`src/rtl/nsc_pkg.sv`:
```
package nsc_pkg;

    // Digest width carried through the sweep and back from the pipeline.
    localparam int HASH_W    = 256;
    // Upper bits examined by the difficulty test; also the largest legal count.
    localparam int MAX_ZEROS = 66;
    // Width of the stored zero count.
    localparam int ZW        = $clog2(MAX_ZEROS + 1);

    typedef enum logic [1:0] {
        SW_IDLE  = 2'd0,
        SW_ISSUE = 2'd1,
        SW_DRAIN = 2'd2
    } sweep_state_e;

    // Force a requested zero count into the legal range 1..MAX_ZEROS.
    function automatic logic [ZW-1:0] clamp_zeros(input logic [ZW-1:0] z);
        if (z == '0) begin
            return ZW'(1);
        end else if (z > ZW'(MAX_ZEROS)) begin
            return ZW'(MAX_ZEROS);
        end else begin
            return z;
        end
    endfunction

    // Count zeros from the top of the window down to the first set bit.
    function automatic logic [ZW-1:0] lead_zeros(input logic [MAX_ZEROS-1:0] v);
        logic [ZW-1:0] n;
        logic          run;
        n   = '0;
        run = 1'b1;
        for (int i = MAX_ZEROS - 1; i >= 0; i--) begin
            if (v[i]) begin
                run = 1'b0;
            end
            if (run) begin
                n = n + ZW'(1);
            end
        end
        return n;
    endfunction

endpackage

```
`src/rtl/nsc_issue.sv`:
```
module nsc_issue
    import nsc_pkg::*;
#(
    parameter int CNT_W = 32
) (
    input  logic              clk,
    input  logic              rst,
    input  logic              load_valid,
    input  logic [HASH_W-1:0] load_prefix,
    input  logic [ZW-1:0]     load_zeros,
    input  logic              last_back,
    output logic [HASH_W-1:0] prefix_o,
    output logic [CNT_W-1:0]  cnt_o,
    output logic              issue_o,
    output logic              busy_o,
    output logic              done_o,
    output logic [ZW-1:0]     zeros_o
);

    localparam logic [CNT_W-1:0] CNT_LAST = {CNT_W{1'b1}};

    sweep_state_e state_q;

    always_ff @(posedge clk) begin
        if (rst) begin
            state_q  <= SW_IDLE;
            prefix_o <= '0;
            cnt_o    <= '0;
            issue_o  <= 1'b0;
            done_o   <= 1'b0;
            zeros_o  <= ZW'(1);
        end else begin
            case (state_q)
                SW_IDLE: begin
                    if (load_valid) begin
                        prefix_o <= load_prefix;
                        zeros_o  <= clamp_zeros(load_zeros);
                        cnt_o    <= '0;
                        issue_o  <= 1'b1;
                        done_o   <= 1'b0;
                        state_q  <= SW_ISSUE;
                    end
                end
                SW_ISSUE: begin
                    if (cnt_o == CNT_LAST) begin
                        issue_o <= 1'b0;
                        state_q <= SW_DRAIN;
                    end else begin
                        cnt_o <= cnt_o + CNT_W'(1);
                    end
                end
                SW_DRAIN: begin
                    if (last_back) begin
                        done_o  <= 1'b1;
                        state_q <= SW_IDLE;
                    end
                end
                default: begin
                    state_q <= SW_IDLE;
                end
            endcase
        end
    end

    assign busy_o = (state_q != SW_IDLE);

endmodule

```
`src/rtl/nsc_delay.sv`:
```
module nsc_delay #(
    parameter int W     = 33,
    parameter int DEPTH = 128
) (
    input  logic         clk,
    input  logic         rst,
    input  logic         in_v,
    input  logic [W-1:0] in_d,
    output logic         out_v,
    output logic [W-1:0] out_d
);

    logic         v_q [DEPTH];
    logic [W-1:0] d_q [DEPTH];

    for (genvar s = 0; s < DEPTH; s++) begin : g_stage
        if (s == 0) begin : g_head
            always_ff @(posedge clk) begin
                if (rst) begin
                    v_q[s] <= 1'b0;
                end else begin
                    v_q[s] <= in_v;
                end
                d_q[s] <= in_d;
            end
        end else begin : g_link
            always_ff @(posedge clk) begin
                if (rst) begin
                    v_q[s] <= 1'b0;
                end else begin
                    v_q[s] <= v_q[s-1];
                end
                d_q[s] <= d_q[s-1];
            end
        end
    end

    assign out_v = v_q[DEPTH-1];
    assign out_d = d_q[DEPTH-1];

endmodule

```
`src/rtl/nsc_zero_test.sv`:
```
module nsc_zero_test
    import nsc_pkg::*;
(
    input  logic [HASH_W-1:0] hash_i,
    input  logic [ZW-1:0]     zeros_i,
    output logic              pass_o
);

    logic [MAX_ZEROS-1:0] window;
    logic [ZW-1:0]        run_len;

    always_comb begin
        window  = hash_i[HASH_W-1 -: MAX_ZEROS];
        run_len = lead_zeros(window);
        pass_o  = (run_len >= zeros_i);
    end

endmodule

```
`src/rtl/nsc_alert.sv`:
```
module nsc_alert #(
    parameter int CNT_W = 32
) (
    input  logic             clk,
    input  logic             rst,
    input  logic             hit_i,
    input  logic [CNT_W-1:0] nonce_i,
    input  logic             ack_i,
    output logic             alert_o,
    output logic [CNT_W-1:0] nonce_o
);

    logic can_take;

    assign can_take = !alert_o || ack_i;

    always_ff @(posedge clk) begin
        if (rst) begin
            alert_o <= 1'b0;
            nonce_o <= '0;
        end else if (hit_i && can_take) begin
            alert_o <= 1'b1;
            nonce_o <= nonce_i;
        end else if (ack_i) begin
            alert_o <= 1'b0;
        end
    end

endmodule

```
`src/rtl/nonce_sweep_top.sv`:
```
module nonce_sweep_top
    import nsc_pkg::*;
#(
    parameter int CNT_W   = 32,
    parameter int LATENCY = 128
) (
    input  logic                    clk,
    input  logic                    rst,
    input  logic                    load_valid,
    input  logic [HASH_W-1:0]       load_prefix,
    input  logic [ZW-1:0]           load_zeros,
    output logic                    busy,
    output logic                    done,
    output logic                    pipe_in_valid,
    output logic [HASH_W+CNT_W-1:0] pipe_in_data,
    input  logic [HASH_W-1:0]       pipe_out_hash,
    input  logic                    alert_ack,
    output logic                    alert,
    output logic [CNT_W-1:0]        alert_nonce
);

    localparam int TAG_W = CNT_W;
    localparam logic [TAG_W-1:0] TAG_LAST = {TAG_W{1'b1}};

    logic [HASH_W-1:0] prefix_q;
    logic [CNT_W-1:0]  cnt_q;
    logic [ZW-1:0]     zeros_q;
    logic              back_v;
    logic [TAG_W-1:0]  back_n;
    logic              last_back;
    logic              pass_w;
    logic              hit_w;

    nsc_issue #(.CNT_W(CNT_W)) u_issue (
        .clk        (clk),
        .rst        (rst),
        .load_valid (load_valid),
        .load_prefix(load_prefix),
        .load_zeros (load_zeros),
        .last_back  (last_back),
        .prefix_o   (prefix_q),
        .cnt_o      (cnt_q),
        .issue_o    (pipe_in_valid),
        .busy_o     (busy),
        .done_o     (done),
        .zeros_o    (zeros_q)
    );

    nsc_delay #(.W(TAG_W), .DEPTH(LATENCY)) u_delay (
        .clk  (clk),
        .rst  (rst),
        .in_v (pipe_in_valid),
        .in_d (cnt_q),
        .out_v(back_v),
        .out_d(back_n)
    );

    nsc_zero_test u_zero (
        .hash_i (pipe_out_hash),
        .zeros_i(zeros_q),
        .pass_o (pass_w)
    );

    assign hit_w     = back_v && pass_w;
    assign last_back = back_v && (back_n == TAG_LAST);

    nsc_alert #(.CNT_W(CNT_W)) u_alert (
        .clk    (clk),
        .rst    (rst),
        .hit_i  (hit_w),
        .nonce_i(back_n),
        .ack_i  (alert_ack),
        .alert_o(alert),
        .nonce_o(alert_nonce)
    );

    assign pipe_in_data = {prefix_q, cnt_q};

endmodule

```
`config.mk`:
```
export PLATFORM = sky130hd
export DESIGN_NAME = nonce_sweep_top
export DESIGN_NICKNAME = d
export VERILOG_FILES = /design/src/rtl/nsc_pkg.sv /design/src/rtl/nsc_issue.sv /design/src/rtl/nsc_delay.sv /design/src/rtl/nsc_zero_test.sv /design/src/rtl/nsc_alert.sv /design/src/rtl/nonce_sweep_top.sv
export SDC_FILE = /design/constraint.sdc
export NUM_CORES = 2
export LEC_CHECK = 0
export ABC_AREA = 1
export BUFFER_PORTS_ARGS = -buffer_cell sky130_fd_sc_hd__buf_2
export CAP_MARGIN = 40
export CORE_AREA = 2 2 453 455
export CTS_BUF_LIST = sky130_fd_sc_hd__clkbuf_4 sky130_fd_sc_hd__clkbuf_8 sky130_fd_sc_hd__clkbuf_16
export DETAILED_ROUTE_END_ITERATION = 10
export DIE_AREA = 0 0 455 457
export PLACE_DENSITY_LB_ADDON = 0.05
export SETUP_SLACK_MARGIN = 0.05
export SKIP_CTS_REPAIR_TIMING = 1
export SLEW_MARGIN = 30
export SYNTH_ARGS = -nofsm -noshare
export SYNTH_HDL_FRONTEND = slang
export SYNTH_HIERARCHICAL = 1
export SYNTH_MEMORY_MAX_BITS = 65536
export SYNTH_SLANG_ARGS = --single-unit
```
`constraint.sdc`:
```
create_clock -name clk -period 39.7 [get_ports clk]
set_clock_uncertainty 0.05 [all_clocks]
set_input_delay 7.94 -clock clk [delete_from_list [all_inputs] [get_ports clk]]
set_output_delay 7.94 -clock clk [all_outputs]
set_load 0.005 [all_outputs]
```
==> out/metrics.cfg <==
[detailed_routing]
viasPerCell = 4.34
drc = 0
drt_iter0_drc = 2108
via_count = 51467
ant_nets = 0
routed_wl_mm = 159
drtPass1Iterations = 7
wire_per_inst_um = 13.4

[cts]
tritoncts = yes
clkTransAtPathRegs_ns = 0.07
clk_path_buf_depth = 4
numCtsBuffers = 420
cts_sinks = 4556
cts-root-buf = clkbuf_16
clock_latency_ns = 0.97
htreeDepth = 5

[place]
gp_congestion = 0.855
dp_cells = 11106
portBuffers = 656
dp_hpwl_mm = 99.3

[synth]
synth_ff_type = dfxtp_1
synth.top_cell.area_share_pct = 85.1
ys_warn_count = 6
yosysMostFrequentCell = dfxtp_1
synth-async-reset-ratio_pct = 0
ys_seq_area_share_pct = 85.1
ys_types = 43
synth_common_cells = 4556 x dfxtp_1, 920 x nor2_1, 703 x nand2_1
yosysTopAreaCell = dfxtp_1
syn-cell-area_mm2 = 0.107
syn_nets = 8501
synth_edf_count = 0
synthCells = 7907
synth_area_per_cell_um2 = 13.6
synthTopCellsByArea = dfxtp_1 85%, nor2_1 3.2%, nand2_1 2.5%
yosys_register_bits = 4556

[critical_path]
cp_max_fo = 65
startpoint = pipe_out_hash[254]
start_kind = primary input
max_stage_delay_ns = 0.58
worstPathArrival_ns = 34.32
crit_required_ns = 40.47
r2r_start = u_issue/state_q[1]$_SDFFE_PP0P_
timing.critical_path.mode_cell = nand2_1
cp_slowest_cell = buf_4
end_kind = flop
critical_path_class = primary input to flop

[die]
dieArea_mm2 = 0.208
row_count = 166
io_pins = 847
core-area_mm2 = 0.203
die_w_um = 455
die_h_um = 457
start_util_pct = 52.7

[sta]
fin_crit_sh_pct = 84.5
fmax_mhz = 29.8
slew_violations = 0
period_needed_ns = 33.56
holdWs_ns = 0.215
rsz0062_at_grt = no
finalHoldViolCount = 0
slew-limit-headroom_pct = 31.9
setup_tns_ns = 0
finalSetupViolations = 0
tightest_slew_ns = 1.02

[final_layout]
final-seq-area_mm2 = 0.0912
area_growth_pct = 19.0
final_cells = 11866
post_route_cells_drive_above_1_share_pct = 17.5
nets = 9438
nFillCells = 15544
multi_input_area_mm2 = 0.0129
utilization_pct = 62.7

[grt]
grt_pass1_wl_mm = 257
grt_overflow = 0
antenna_found_initial = 54
grt_pass1_vias = 50923
grt_util_all_layers_pct = 15.4
grt_max_degree = 175

[power_and_ir_drop]
leakage_nw = 55.0
ir_drop_v = 0.0000500
power_mw = 8.93
pwr_density_cell_mw_per_mm2 = 70.0

[min_path]
hp-start = u_delay/d_q[1][1032]$_DFF_P_
hold_class = flop to flop

[run_status]
status = completed

[run]
maxCapViolCount = 0

-- worst paths after layout --
| kind | end | slack (ns) | cells after the start |
|---|---|---|---|
| max | u_alert/nonce_o[29]$_SDFFE_PP0P_ | 6.14 | 172 |
| min reg2reg | u_delay/d_q[1][1064]$_DFF_P_ | 0.22 | 0 |
| max reg2reg | u_issue/prefix_o[81]$_SDFFE_PP0P_ | 36.54 | 9 |
| min | u_delay/d_q[1][1064]$_DFF_P_ | 0.22 | 0 |
-- cells in the final DEF (no fill, tap or decap), types with 24 or more instances in the layout --
master     count
a21oi_1       86
buf_2        655
bufinv_16     33
clkbuf_16    426
clkbuf_4      79
clkbuf_8      99
clkinv_2      68
dfxtp_1     4556
ha_1          71
inv_1        479
inv_2         24
inv_4         36
nand2_1      702
nand3_1      262
nand3b_1      25
nand4_1       28
nor2_1       919
nor2_4        35
o21ai_0      317
xor2_1        40
-- critical path: cells and delay by family --
| kind | cells | cell delay [ns] |
|---|---|---|
| buf+inv | 34 | 2.62 |
| fa+ha+maj | 34 | 9.84 |
| simple gates | 68 | 8.10 |
| compound gates | 29 | 4.64 |
| xor+xnor | 7 | 1.07 |
-- layout make-up --
cell class,count,share of cell area (%)
sequential,4556,71.5
antenna,14,0.0275
clock buffer,604,9.89
inverter,543,1.69
multi-input combinational,2644,10.1
timing repair buffer,679,2.82
tap,2688,2.64
clock inverter,138,1.30
-- flip-flops by register name (all words and copies together), names as in the netlist --
| register | flops |
|---|---|
| u_issue/prefix_o | 256 |
| u_alert/nonce_o | 32 |
| u_issue/issue_o | 1 |
| u_issue/done_o | 1 |
| u_alert/alert_o | 1 |
| u_delay/d_q | 4096 |
| u_delay/v_q | 128 |
| u_issue/cnt_o | 32 |
| u_issue/zeros_o | 7 |
| u_issue/state_q | 2 |
-- stage by stage --
stage	instance area [um^2]	setup WS, ns
floorplan	107000	9.12
global route	128000	3.46
global placement	113000	5.83
detailed placement	113000	5.35
finish	128000	6.14
CTS	127000	6.28
-- cell families (layout without fill, tap and decap cells) --
kind of cell               Yosys count  in the layout  share of synthesized area (%)
other                                0             14                              0
DFF                               4556           4556                           85.1
adders and majority gates           71             71                          0.829
AOI/OAI and AO/OA                  439            439                           2.12
and+or+nand+nor                   2075           2075                           8.59
xor gates and xnor gates            59             59                          0.482
buffers and inverters              707           1964                           2.87
-- metal layers --
metal	up-vias	GRT usage [%]	wire length [um]	share of wire, %
met2	1031	25.3	73500	46
li1	26343	-	-	-
met5	-	0	56	0.035
met1	23649	18.5	70300	44
met4	10	6.84	6010	3.8
met3	434	4.57	9620	6.0
-- power by group --
part | leakage, nW | internal (mW) | switching (mW) | total [mW]
Clock | 7.16 | 2.42 | 1.58 | 4.00
Combinational | 11.0 | 0.0762 | 0.131 | 0.207
Sequential | 36.8 | 4.69 | 0.0374 | 4.72
(Power assumes the default switching activity.)
